==> config.mk <==
export PLATFORM = sky130hd
export DESIGN_NAME = flash_reg_lock
export DESIGN_NICKNAME = d
export VERILOG_FILES = /design/src/rtl/flash_reg_lock.sv
export SDC_FILE = /design/constraint.sdc
export NUM_CORES = 1
export LEC_CHECK = 0
export ABC_AREA = 0
export BUFFER_PORTS_ARGS = -buffer_cell sky130_fd_sc_hd__buf_4
export CORE_AREA = 2 2 68 70
export CTS_BUF_LIST = sky130_fd_sc_hd__clkbuf_4 sky130_fd_sc_hd__clkbuf_8 sky130_fd_sc_hd__clkbuf_16
export DETAILED_ROUTE_END_ITERATION = 12
export DIE_AREA = 0 0 70 72
export PLACE_DENSITY = 0.83
export SLEW_MARGIN = 10
export SYNTH_ARGS = -nofsm -noshare
export SYNTH_HDL_FRONTEND = slang
export SYNTH_SLANG_ARGS = --single-unit
export TNS_END_PERCENT = 10
==> constraint.sdc <==
create_clock -name clk -period 4 [get_ports clk]
set_input_delay 0.4 -clock clk [delete_from_list [all_inputs] [get_ports clk]]
set_output_delay 0.4 -clock clk [all_outputs]
set_load 0.02 [all_outputs]
==> src/rtl/flash_reg_lock.sv <==
module flash_reg_lock #(
  parameter int FW      = 8,
  parameter int AW      = 4,
  parameter int TIMEOUT = 4
) (
  input  logic          clk,
  input  logic          rst_n,
  input  logic          cfg_disable,
  input  logic          debug_mode,
  input  logic          session_active,
  input  logic          reg_req,
  input  logic          reg_we,
  input  logic [AW-1:0] reg_addr,
  input  logic [31:0]   reg_wdata,
  output logic [31:0]   reg_rdata,
  output logic          reg_done,
  input  logic          arr_req,
  output logic          arr_ack,
  output logic          arr_noresp,
  output logic          arr_enable,
  output logic          arr_disable,
  output logic          lock,
  output logic [FW-1:0] supv,
  output logic [FW-1:0] dspace,
  output logic [FW-1:0] protect
);
  localparam logic [AW-1:0] OFS_CTRL  = AW'(0);
  localparam logic [AW-1:0] OFS_SPACE = AW'(4);
  localparam int CW = $clog2(TIMEOUT + 1);
  localparam logic [FW-1:0] FIELD_RST = {FW{1'b1}};

  logic          wr_ctrl, wr_space, rd;
  logic          busy;
  logic [CW-1:0] cnt;
  logic [31:0]   rd_mux;

  assign wr_ctrl  = reg_req && reg_we && (reg_addr == OFS_CTRL);
  assign wr_space = reg_req && reg_we && (reg_addr == OFS_SPACE);
  assign rd       = reg_req && !reg_we;
  assign arr_enable = !arr_disable;

  always_comb begin
    rd_mux = '0;
    if (reg_addr == OFS_CTRL) begin
      rd_mux[31]        = lock;
      rd_mux[30]        = arr_disable;
      rd_mux[8 +: FW]   = supv;
    end else if (reg_addr == OFS_SPACE) begin
      rd_mux[0 +: FW]   = dspace;
      rd_mux[8 +: FW]   = protect;
    end
  end

  always_ff @(posedge clk) begin
    if (!rst_n) begin
      lock        <= 1'b0;
      arr_disable <= cfg_disable;
      supv        <= FIELD_RST;
      dspace      <= FIELD_RST;
      protect     <= FIELD_RST;
      reg_done    <= 1'b0;
      reg_rdata   <= '0;
    end else begin
      reg_done  <= reg_req;
      reg_rdata <= rd ? rd_mux : '0;
      if (wr_ctrl) begin
        lock <= debug_mode ? reg_wdata[31] : (lock | reg_wdata[31]);
        if (!session_active) arr_disable <= reg_wdata[30];
        if (!lock) supv <= reg_wdata[8 +: FW];
      end
      if (wr_space && !lock) begin
        dspace  <= reg_wdata[0 +: FW];
        protect <= reg_wdata[8 +: FW];
      end
    end
  end

  always_ff @(posedge clk) begin
    if (!rst_n) begin
      busy       <= 1'b0;
      cnt        <= '0;
      arr_ack    <= 1'b0;
      arr_noresp <= 1'b0;
    end else begin
      arr_ack    <= 1'b0;
      arr_noresp <= 1'b0;
      if (busy) begin
        if (cnt == CW'(1)) begin
          busy       <= 1'b0;
          arr_noresp <= 1'b1;
        end
        cnt <= cnt - CW'(1);
      end else if (arr_req) begin
        if (arr_disable) begin
          busy <= 1'b1;
          cnt  <= CW'(TIMEOUT);
        end else begin
          arr_ack <= 1'b1;
        end
      end
    end
  end

  logic unused_wdata;
  assign unused_wdata = ^reg_wdata[29:16];

  p_lock_sticky_r2: assert property (@(posedge clk) disable iff (!rst_n)
    (lock && !debug_mode) |=> lock);

  p_locked_fields_r4: assert property (@(posedge clk) disable iff (!rst_n)
    lock |=> ($stable(supv) && $stable(dspace) && $stable(protect)));

  p_done_r4: assert property (@(posedge clk) disable iff (!rst_n)
    reg_req |=> reg_done);

  p_dis_session_r6: assert property (@(posedge clk) disable iff (!rst_n)
    session_active |=> $stable(arr_disable));

  p_ack_r7: assert property (@(posedge clk) disable iff (!rst_n)
    (arr_req && !busy && !arr_disable) |=> arr_ack);

  p_no_ack_r8: assert property (@(posedge clk) disable iff (!rst_n)
    (arr_req && !busy && arr_disable) |=> !arr_ack);

  p_exclusive_r8: assert property (@(posedge clk) disable iff (!rst_n)
    !(arr_ack && arr_noresp));

  p_noresp_idle_r8: assert property (@(posedge clk) disable iff (!rst_n)
    arr_noresp |-> !busy);

  p_enable_r10: assert property (@(posedge clk) arr_enable != arr_disable);
endmodule

### Word-level counts from Yosys, hierarchy flattened

Index checks and enable logic that the tools add are counted.

* bits of input ports: 44
* output and inout bits: 62
* bits in registers: 65
* logic and storage cells: 59

* eq/ne operators: 4
* mux-type cells: 15
* reductions and logical operators: 19
* add/subtract/negate cells: 1
* bitwise logic cells: 6

Operators with widths (number)
* 16-bit 2-to-1 mux: 1
* 1-bit 2-to-1 mux: 10
* 2-bit AND reduction: 5
* 3-bit 2-to-1 mux: 3
* 8-bit 2-to-1 mux: 1
* 1-bit logical AND: 5
* 1-bit inverter: 5
* 4-bit by 3-bit equality test with 1-bit output (second input constant): 1
* 4-bit zero test: 1
* 2-bit nonzero test: 2
* 4-bit OR reduction: 1
* 3-bit by 1-bit equality test with 1-bit output (second input constant): 1
* 1-bit zero test: 3
* 3-bit AND reduction: 1
* 3-bit OR reduction: 1
* 3-bit by 1-bit subtractor with 3-bit output (second input constant): 1
* 2-bit by 1-bit != test with 1-bit output (second input constant): 1
* 2-bit != test (second input constant): 1
* 1-bit OR: 1

### Logic depth before layout (Yosys ltp)

Gate-level depths: netlist of run 1.

* word-level depth: 4
* mapped depth: 6
* depth with buffers taken out: 5

### Worst setup path after synthesis of run 1

Ideal clock, no wire load.

* path kind: input to register
* from: in reg_addr[1]
* to: reg supv[0]
* required time: 3.863 ns
* cell stages on the path: 4
* arrival: 1.310 ns
* path buffers: 1
* library setup time: 0.137 ns
* path slack: 2.553 ns
* cell sequence: or4_1 buf_6 o21ai_0 nand3_1

* longest elaborated chain between the ends: 3

RTL lines
* start: declaration: RTL line 13 `input logic [AW-1:0] reg_addr,`
* 4-bit zero test: RTL line 37 `assign wr_ctrl = reg_req && reg_we && (reg_addr == OFS_CTRL);`
* 1-bit logical AND: RTL line 37
* 2-bit AND reduction (no line)
* end signal: assignment: RTL line 69 `if (!lock) supv <= reg_wdata[8 +: FW];`
* end: declaration: RTL line 23 `output logic [FW-1:0] supv,`

No other way between the ends.
A chain may end at the register's enable or synchronous reset.

### Worst setup path in the final report of run 1

* from: reg lock
* to: reg dspace[6]

* longest elaborated chain between the ends: 2

RTL lines
* start: declaration: RTL line 22 `output logic lock,`
* start signal: assignment: RTL line 67 `lock <= debug_mode ? reg_wdata[31] : (lock | reg_wdata[31]);`
* 1-bit zero test: RTL line 71 `if (wr_space && !lock) begin`
* 1-bit logical AND: RTL line 71
* end signal: assignment: RTL line 72 `dspace <= reg_wdata[0 +: FW];`
* end: declaration: RTL line 24 `output logic [FW-1:0] dspace,`

No other way between the ends.

==> results of run 1 <==
-- power breakdown --
group / leakage (nW) / internal (W) / switching, W
registers: 0.415 / 0.000520 / 0.00000813
clock network: 0.0549 / 0.000165 / 0.000158
logic: 0.759 / 0.0000437 / 0.0000606
total: 1.23 / 0.000728 / 0.000227
-- cells in the final DEF (no fill, tap or decap), types with 7 or more instances in the layout --
| cell type | instances |
|---|---|
| sky130_fd_sc_hd__a22oi_1 | 8 |
| sky130_fd_sc_hd__buf_4 | 79 |
| sky130_fd_sc_hd__conb_1 | 14 |
| sky130_fd_sc_hd__and2_1 | 10 |
| sky130_fd_sc_hd__inv_1 | 21 |
| sky130_fd_sc_hd__dfxtp_1 | 50 |
| sky130_fd_sc_hd__nand3_1 | 34 |
| sky130_fd_sc_hd__o21ai_0 | 10 |
| sky130_fd_sc_hd__o211ai_1 | 16 |
| sky130_fd_sc_hd__clkbuf_8 | 7 |
| sky130_fd_sc_hd__nor2_1 | 10 |
-- worst max-delay path: stages, from the launching register on --
cell and delay, ps:
sky130_fd_sc_hd__dfxtp_1 360, sky130_fd_sc_hd__and3b_1 790, sky130_fd_sc_hd__and2_1 650, sky130_fd_sc_hd__o211ai_1 160
-- worst paths after layout --
kind	startpoint	to	cells after the start
setup / recovery	lock	dspace[6]	3
hold / removal	reg_wdata[10]	supv[2]	3
setup reg to reg	lock	dspace[6]	3
hold reg to reg	cnt[2]	cnt[2]	1
-- registers in the layout (all words and copies together), names as in the netlist --
signal	flops
reg_rdata	18
reg_done	1
lock	1
arr_disable	1
dspace	8
protect	8
busy	1
arr_ack	1
cnt	3
arr_noresp	1
supv	8
-- final cells by class --
type | instances | area share (%)
Sequential cell | 51 | 38.9
Multi-Input combinational cell | 128 | 29.4
Timing Repair Buffer | 79 | 22.4
Clock buffer | 8 | 3.92
Inverter | 21 | 2.97
Tap cell | 52 | 2.46
-- cells by family after synthesis --
kind of cell | after synthesis | share of synthesized area [%]
other cells | 1 | 0.186
buf+inv | 48 | 12.7
flops | 51 | 51.1
mux | 1 | 0.558
simple gates | 70 | 20.4
compound gates | 41 | 13.8
fa+ha+maj | 2 | 1.24
-- per-stage QoR --
stage	setup slack [ps]	std cells	util (%)	hold WS, ps	cell area (um^2)
finish	1900	339	62.1	341	2650
global placement	1790	331	59.7	453	2550
CTS	1900	339	62.1	331	2650
global route	1770	339	62.1	344	2650
floorplan	2550	227	-	439	2070
detailed placement	1750	331	59.7	472	2550
-- layer usage --
metal | wire length [um] | share of wire (%) | vias to the layer above
met5 | 0 | 0 | -
met4 | 138 | 2.8 | 0
met3 | 337 | 6.9 | 10
met2 | 2480 | 50 | 68
met1 | 1960 | 40 | 776
li1 | - | - | 850
==> metrics.md, run 1 <==
| Metric | Value |
|---|---|
| Initial core utilization | `47.3%` |
| Commonest cells in the synthesized netlist | `sky130_fd_sc_hd__dfxtp_1 (50), sky130_fd_sc_hd__nand3_1 (34), sky130_fd_sc_hd__inv_1 (21)` |
| Number of antenna violations at the first check in global routing | `0` |
| Post-CTS Setup Repair Bufs | `0` |
| Share of the synthesized area in the top cell type | `49.6%` |
| Total power divided by cell area | `360 nW/um^2` |
| Die extent in y | `72 um` |
| Count of H-tree levels built during CTS | `2` |
| WL per Instance | `14.5 um` |
| Total DRC errors in the routed layout | `0` |
| Number of flip-flops and latches in the synthesized netlist | `51` |
| Cell type contributing the most total cell area after synthesis | `sky130_fd_sc_hd__dfxtp_1` |
| Reg area | `1030 um^2` |
| Global-route wire length before repair | `7880 um` |
| Die width | `70 um` |
| Number of fill cells in the layout | `372` |
| Fraction of layout cells with a size suffix above 1 | `31.4%` |
| Critical path endpoint category | `register` |
| Final number of hold-violating endpoints | `0` |
| Worst supply voltage drop on vdd | `180 uV` |
| Maximum number of pins on one net before global-route repair | `32` |
| Most used DFF post-synth | `sky130_fd_sc_hd__dfxtp_1` |
| Post-Synthesis Cell Area | `2020 um^2` |
| CTS sink cnt | `51` |
| Startpoint type of the worst setup path | `register` |
| Wire length after detailed routing | `4920 um` |
| Clock Pin Slew Worst Setup and Hold Paths | `90 ps` |
| Total Die Area | `5040 um^2` |
| Setup violators final | `0` |
| Total inserted antenna cells | `0` |
| Post-detailed-route count of antenna-violating nets | `0` |
| Portion of the clock cycle consumed by the worst path in the final layout | `52.5%` |
| Max Cap Viol | `0` |
| Hold bufs inserted after CTS | `0` |
| Synth-to-layout area growth | `31.4%` |
| Detailed router's first-iteration violation count | `151` |
| Ranking of synthesized cells by area | `sky130_fd_sc_hd__dfxtp_1 (50%), sky130_fd_sc_hd__nand3_1 (8.4%), sky130_fd_sc_hd__o211ai_1 (6.0%), sky130_fd_sc_hd__buf_4 (5.6%), sky130_fd_sc_hd__inv_1 (3.9%)` |
| Minimum clock period after layout | `2100 ps` |
| Final-stage net count | `332` |
| Pwr Total | `0.000955 W` |
| Half-perimeter wire length after detailed placement | `3460 um` |
| Clock root cell | `sky130_fd_sc_hd__clkbuf_8` |
| Met3 Use GR | `3.75%` |
| Via count of the first global-routing pass | `1689` |
| Remaining global-route overflow | `0` |
| Met1 track demand over resource in global routing | `24.0%` |
| Gr usage total | `19.8%` |
| Busiest grt layer | `met2` |
| Area occupied by multi-input gates | `778 um^2` |
| Met2 GRT Util | `33.5%` |
| Via count | `1704` |
| Register-to-register setup slack | `1900 ps` |
| Number of buffers inserted by port buffering | `77` |
| Syn_area_per_cell | `9.42 um^2` |
| Crit Path Max Fanout | `25` |
| Measured slew at the worst slew-check pin | `856 ps` |
| Critical path start-end classification | `reg2reg` |
| Max frequency | `476 MHz` |
| Data required time at the worst endpoint | `4160 ps` |
| Core box area | `4260 um^2` |
| Maximum buffer depth of the clock tree | `2` |
| Final setup skew | `7.12 ps` |
| Result of the run | `finished, final reports clean` |
| Yosys Warn Count | `0` |
| Site row count | `24` |
| Synthesized instance count | `214` |
| Setup repair after global routing missed its margin | `no` |
| Max-slew headroom | `42.9%` |
| Number of enable flip-flop cells after synthesis | `1` |
| # IOs | `106` |
| Lkg Pwr | `1.23 nW` |
| CTS buffer count | `5` |
| Fraction of synthesis flops using an asynchronous set or reset pin | `0%` |
| Clock Latency Late Sink | `300 ps` |
| Part of the Yosys area used for sequential elements | `51.1%` |
| Average vias per placed instance | `5.03` |
| Most frequent cell after synthesis | `sky130_fd_sc_hd__dfxtp_1` |
| Arrival time worst endpoint | `2260 ps` |
| CTS-repair resized insts | `0` |
| First-pass detailed-route iteration total | `4` |
| Final Max Tran Viols | `0` |
| Clock tree from TritonCTS | `yes` |
| Kind of path behind the tightest hold check | `in2reg` |
| GPL Wtd Cong | `0.794` |
| Final TNS setup | `0 ps` |
| Number of unique standard cell types used by synthesis | `33` |
Note: power is estimated with default switching activity, not from simulation.
==> run 2: changes to the inputs <==
Settings changed: CORE_AREA 2 2 68 70 to 2 2 75 77, DIE_AREA 0 0 70 72 to 0 0 77 79, PLACE_DENSITY 0.83 to 0.73.
Clock period 4 ns to 1.8 ns, I/O delays scaled along.
==> metrics.md, run 2 (synthesized netlist as in run 1, its figures left out) <==
| Metric | Value |
|---|---|
| Result of the run | `finished, final reports clean` |
| Worst supply voltage drop on vdd | `315 uV` |
| Via count of the first global-routing pass | `1532` |
| CTS-repair resized insts | `0` |
| Total power divided by cell area | `850 nW/um^2` |
| Number of standard cells in the layout, taps in and fillers out | `364` |
| Power share of the combinational group | `10.1%` |
| WL per Instance | `13.2 um` |
| Max Cap Viol | `0` |
| Clk pwr share | `39.7%` |
| Final setup skew | `3.75 ps` |
| Clock tree from TritonCTS | `yes` |
| Depth of the most critical reg-to-reg path | `4` |
| Detailed router's first-iteration violation count | `45` |
| Register share of total power | `50.2%` |
| Crit Path Max Fanout | `16` |
| Clock root cell | `sky130_fd_sc_hd__clkbuf_8` |
| Maximum buffer depth of the clock tree | `2` |
| Worst hold path stage count | `3` |
| P_int | `0.00183 W` |
| Setup repair after global routing missed its margin | `no` |
| Most common library cell in the layout ignoring fill and taps | `sky130_fd_sc_hd__buf_4` |
| Final-stage net count | `337` |
| Max frequency | `808 MHz` |
| Final Max Tran Viols | `0` |
| Final Cell Area | `2750 um^2` |
| CTS sink cnt | `51` |
| Global-route wire length before repair | `7510 um` |
| Setup violators final | `0` |
| Clock Pin Slew Worst Setup and Hold Paths | `90 ps` |
| Core box area | `5340 um^2` |
| Remaining global-route overflow | `0` |
| Total Die Area | `6080 um^2` |
| Gr usage total | `15.6%` |
| Initial core utilization | `37.8%` |
| Fraction of layout cells with a size suffix above 1 | `32.5%` |
| Net Sw Frac | `21.7%` |
| Kind of path behind the tightest hold check | `in2reg` |
| Site row count | `27` |
| Final TNS setup | `0 ps` |
| Number of antenna violations at the first check in global routing | `0` |
| GPL Wtd Cong | `0.763` |
| Hold bufs inserted after CTS | `0` |
| Post-detailed-route count of antenna-violating nets | `0` |
| Via count | `1710` |
| Most used cells in the layout excluding fill and tap cells | `sky130_fd_sc_hd__buf_4 (84), sky130_fd_sc_hd__dfxtp_1 (50), sky130_fd_sc_hd__nand3_1 (34)` |
| Number of buffers inserted by port buffering | `77` |
| Die width | `77 um` |
| First-pass detailed-route iteration total | `4` |
| Dpl cell area | `2610 um^2` |
| Half-perimeter wire length after detailed placement | `3480 um` |
| Maximum number of pins on one net before global-route repair | `32` |
| Critical path start-end classification | `reg2reg` |
| Final number of hold-violating endpoints | `0` |
| Register containing the most flip-flops in the final layout | `reg_rdata` |
| Portion of the clock cycle consumed by the worst path in the final layout | `68.8%` |
| Lkg Pwr | `1.27 nW` |
| Count of H-tree levels built during CTS | `2` |
| Max reg flops | `18` |
| CTS buffer count | `5` |
| Critical path endpoint category | `register` |
| Net switching power figure | `0.000507 W` |
| Average vias per placed instance | `4.70` |
| Die extent in y | `79 um` |
| Total inserted antenna cells | `0` |
| Total DRC errors in the routed layout | `0` |
| Clock Latency Late Sink | `290 ps` |
| Cell count after placement | `356` |
| Arrival time worst endpoint | `1450 ps` |
| Startpoint type of the worst setup path | `register` |
| Data required time at the worst endpoint | `2020 ps` |
| Minimum clock period after layout | `1240 ps` |
| Wire length after detailed routing | `4820 um` |
| Post-CTS Setup Repair Bufs | `0` |
| Synth-to-layout area growth | `36.1%` |
| # IOs | `106` |
-- run 2: cell types whose count changed in the layout (fill, tap and decap cells not counted) --
cell,delta
sky130_fd_sc_hd__buf_4,+5
sky130_fd_sc_hd__clkbuf_8,-2
sky130_fd_sc_hd__bufinv_16,+2
-- run 2: worst paths after layout --
check	start	endpoint	slack, ps
worst max register to register	lock	dspace[0]	560
worst min register to register	cnt[2]	cnt[2]	470
worst max-delay path	lock	dspace[0]	560
worst min-delay path	reg_wdata[14]	supv[6]	120
-- run 2: worst max-delay path, stage by stage (launching register included) --
cell                       delay [ps]
sky130_fd_sc_hd__dfxtp_1          410
sky130_fd_sc_hd__and3b_1          220
sky130_fd_sc_hd__and2_1           160
sky130_fd_sc_hd__buf_4            190
sky130_fd_sc_hd__o211ai_1         190
-- run 2: per-layer routing --
metal | wire, um | GRT usage [%]
met1 | 2030 | 19.4
met2 | 2390 | 26.4
met3 | 339 | 3.41
met4 | 57 | 5.89
met5 | 0 | 0
-- run 2: power groups by stage --
stage / clock network, W / logic (W) / registers [W]
5_1_grt: 0.000993 / 0.000255 / 0.00118
6_report: 0.000926 / 0.000235 / 0.00117
3_5_place_dp: 0 / 0.000235 / 0.00120
4_1_cts: 0.000950 / 0.000236 / 0.00117
3_3_place_gp: 0 / 0.000232 / 0.00120
2_1_floorplan: 0 / 0.000132 / 0.00121
-- run 2: area by class of cell --
type	instances	area [um^2]
clock buffers	6	76.3
clock inverters	2	60.1
fillers	526	2590
inverters	21	78.8
multi-input cells	128	778
flip-flops and latches	51	1030
well taps	72	90.1
repair buffers	84	631
-- run 2: stage by stage --
| step | setup WS [ps] | total power [W] | util, % | hold slack [ps] |
|---|---|---|---|---|
| 3_5_place_dp | 248 | 0.00143 | 48.9 | 430 |
| 2_1_floorplan | 372 | 0.00135 | - | 302 |
| 5_1_grt | 468 | 0.00242 | 51.4 | 116 |
| 6_report | 562 | 0.00233 | 51.4 | 122 |
| 4_1_cts | 566 | 0.00236 | 51.4 | 115 |
| 3_3_place_gp | 258 | 0.00143 | 48.9 | 424 |
==> run 3: changes to the inputs <==
Settings changed: ABC_AREA 0 to 1, CORE_AREA 2 2 75 77 to 2 2 72 74, DIE_AREA 0 0 77 79 to 0 0 74 76, PLACE_DENSITY 0.73 to 0.75.
Clock period 1.8 ns to 1.3 ns, I/O delays scaled along.
==> metrics.md, run 3 <==
| Metric | Value |
|---|---|
| Pre-CTS setup slack | `54.4 ps` |
| Yosys Warn Count | `0` |
| Via count of the first global-routing pass | `1675` |
| Post-CTS Setup Repair Bufs | `0` |
| Post-detailed-route count of antenna-violating nets | `0` |
| Die width | `74 um` |
| Minimum clock period after layout | `1200 ps` |
| Worst supply voltage drop on vdd | `589 uV` |
| Number of antenna violations at the first check in global routing | `0` |
| CTS sink cnt | `51` |
| GPL Wtd Cong | `0.774` |
| Commonest cells in the synthesized netlist | `sky130_fd_sc_hd__dfxtp_1 (50), sky130_fd_sc_hd__nand3_1 (49), sky130_fd_sc_hd__nand2_1 (45)` |
| Setup violators final | `0` |
| Least setup slack across all paths after layout | `95.8 ps` |
| Maximum number of pins on one net before global-route repair | `23` |
| Number of fill cells in the layout | `478` |
| Register containing the most flip-flops in the final layout | `reg_rdata` |
| Fraction of synthesis flops using an asynchronous set or reset pin | `0%` |
| Part of the Yosys area used for sequential elements | `50.6%` |
| Portion of the clock cycle consumed by the worst path in the final layout | `92.6%` |
| WL per Instance | `11.8 um` |
| Remaining global-route overflow | `0` |
| Average vias per placed instance | `4.66` |
| Die extent in y | `76 um` |
| Setup repair after global routing missed its margin | `no` |
| Most used DFF post-synth | `sky130_fd_sc_hd__dfxtp_1` |
| Post-Synthesis Cell Area | `2040 um^2` |
| Site row count | `26` |
| Final-stage net count | `371` |
| Detailed router's first-iteration violation count | `92` |
| Fraction of layout cells with a size suffix above 1 | `31.7%` |
| Share of the synthesized area in the top cell type | `49.1%` |
| Number of buffers inserted by port buffering | `77` |
| Total Die Area | `5620 um^2` |
| Global-route wire length before repair | `7490 um` |
| Max frequency | `830 MHz` |
| Clock tree from TritonCTS | `yes` |
| Total inserted antenna cells | `0` |
| Clock root cell | `sky130_fd_sc_hd__clkbuf_8` |
| Via count | `1840` |
| Result of the run | `finished, final reports clean` |
| Pwr Total | `0.00287 W` |
| Startpoint type of the worst setup path | `register` |
| Wire length after detailed routing | `4640 um` |
| Data required time at the worst endpoint | `1530 ps` |
| Crit Path Max Fanout | `3` |
| Max reg flops | `18` |
| CTS buffer count | `5` |
| Dpl cell area | `2630 um^2` |
| Maximum buffer depth of the clock tree | `2` |
| Final TNS setup | `0 ps` |
| Most used cells in the layout excluding fill and tap cells | `sky130_fd_sc_hd__buf_4 (85), sky130_fd_sc_hd__dfxtp_1 (50), sky130_fd_sc_hd__nand3_1 (49)` |
| Most frequent cell after synthesis | `sky130_fd_sc_hd__dfxtp_1` |
| Syn_area_per_cell | `8.35 um^2` |
| Ranking of synthesized cells by area | `sky130_fd_sc_hd__dfxtp_1 (49%), sky130_fd_sc_hd__nand3_1 (12%), sky130_fd_sc_hd__nand2_1 (8.3%), sky130_fd_sc_hd__buf_4 (7.0%), sky130_fd_sc_hd__inv_1 (3.7%)` |
| Reg area | `1030 um^2` |
| Critical path start-end classification | `reg2reg` |
| # IOs | `106` |
| Final number of hold-violating endpoints | `0` |
| Max Cap Viol | `0` |
| First-pass detailed-route iteration total | `4` |
| Core box area | `4910 um^2` |
| Arrival time worst endpoint | `1430 ps` |
| Utilization after layout | `55.4%` |
| Final setup skew | `4.48 ps` |
| Clock Latency Late Sink | `290 ps` |
| Cell type contributing the most total cell area after synthesis | `sky130_fd_sc_hd__dfxtp_1` |
| Number of enable flip-flop cells after synthesis | `1` |
| Hold bufs inserted after CTS | `0` |
| Final Max Tran Viols | `0` |
| Initial core utilization | `41.5%` |
| Total DRC errors in the routed layout | `0` |
| Synthesized instance count | `244` |
| Area occupied by multi-input gates | `795 um^2` |
| Critical path endpoint category | `register` |
| CTS-repair resized insts | `0` |
| Lkg Pwr | `1.39 nW` |
| Count of H-tree levels built during CTS | `2` |
| Kind of path behind the tightest hold check | `in2reg` |
| Most common library cell in the layout ignoring fill and taps | `sky130_fd_sc_hd__buf_4` |
| Synth-to-layout area growth | `33.6%` |
| Final Cell Area | `2720 um^2` |
| Number of unique standard cell types used by synthesis | `25` |
| Number of flip-flops and latches in the synthesized netlist | `51` |
| Gr usage total | `16.8%` |
| Half-perimeter wire length after detailed placement | `3510 um` |
| Total power divided by cell area | `1050 nW/um^2` |
| Clock Pin Slew Worst Setup and Hold Paths | `80 ps` |
==> run 3: cell count changes in the layout (fill, tap and decap cells not counted), sizes merged, moves of 3 or more <==
cell    before  now
nand2        0   48
o211ai      16    0
nand3       34   49
and2        10    0
a22oi        8    0
nand4        1    8
nor2        10   16
nand3b       3    0
==> run 3: area by class of cell <==
| type | count | share of cell area, % |
|---|---|---|
| Sequential cell | 51 | 37.9 |
| Multi-Input combinational cell | 160 | 29.2 |
| Timing Repair Buffer | 85 | 23.4 |
| Tap cell | 70 | 3.22 |
| Clock buffer | 6 | 3.03 |
| Inverter | 22 | 3.03 |
| Clock inverter | 1 | 0.184 |
==> run 3: critical path, stage by stage (launching register included) <==
cell	delay, ps
sky130_fd_sc_hd__dfxtp_1	350
sky130_fd_sc_hd__inv_1	70
sky130_fd_sc_hd__ha_1	300
sky130_fd_sc_hd__or2_2	300
sky130_fd_sc_hd__a21oi_1	130
==> run 3: logic make-up (layout without fill, tap and decap cells) <==
kind of cell               after synthesis  after routing  synth area share, %
AOI/OAI and AO/OA                       17             17                 4.30
xor gates and xnor gates                 1              1                0.430
adders and majority gates                2              2                 1.23
buffers and inverters                   46            114                 12.8
DFF                                     51             51                 50.6
other                                    1             14                0.184
and+or+nand+nor                        126            126                 30.5
==> run 3: power breakdown <==
part | internal (W) | switching (W) | total (W)
clock network | 0.000418 | 0.000472 | 0.000891
logic | 0.000142 | 0.000213 | 0.000355
registers | 0.00160 | 0.0000215 | 0.00162
==> run 3: through the flow <==
step / hold WS (ps) / std cells
4_1_cts: 71.2 / 395
3_5_place_dp: 380 / 388
5_1_grt: 75.3 / 395
6_report: 71.4 / 395
2_1_floorplan: 257 / 257
3_3_place_gp: 371 / 388
==> run 3: worst paths after layout <==
check        slack [ps]          from            to  cells after the start
max                 100        cnt[0]        cnt[1]                      4
min                  70  reg_wdata[1]     dspace[1]                      3
max reg2reg         100        cnt[0]        cnt[1]                      4
min reg2reg         450     dspace[5]  reg_rdata[5]                      2
==> run 3: routing by layer <==
| metal | wire length (um) | vias to the layer above | part of all wire (%) | GRT usage [%] |
|---|---|---|---|---|
| met2 | 2270 | 70 | 49 | 27.6 |
| met5 | 0 | - | 0 | 0 |
| li1 | - | 924 | - | - |
| met4 | 30 | 0 | 0.65 | 4.73 |
| met1 | 2000 | 841 | 43 | 21.6 |
| met3 | 341 | 5 | 7.3 | 4.37 |
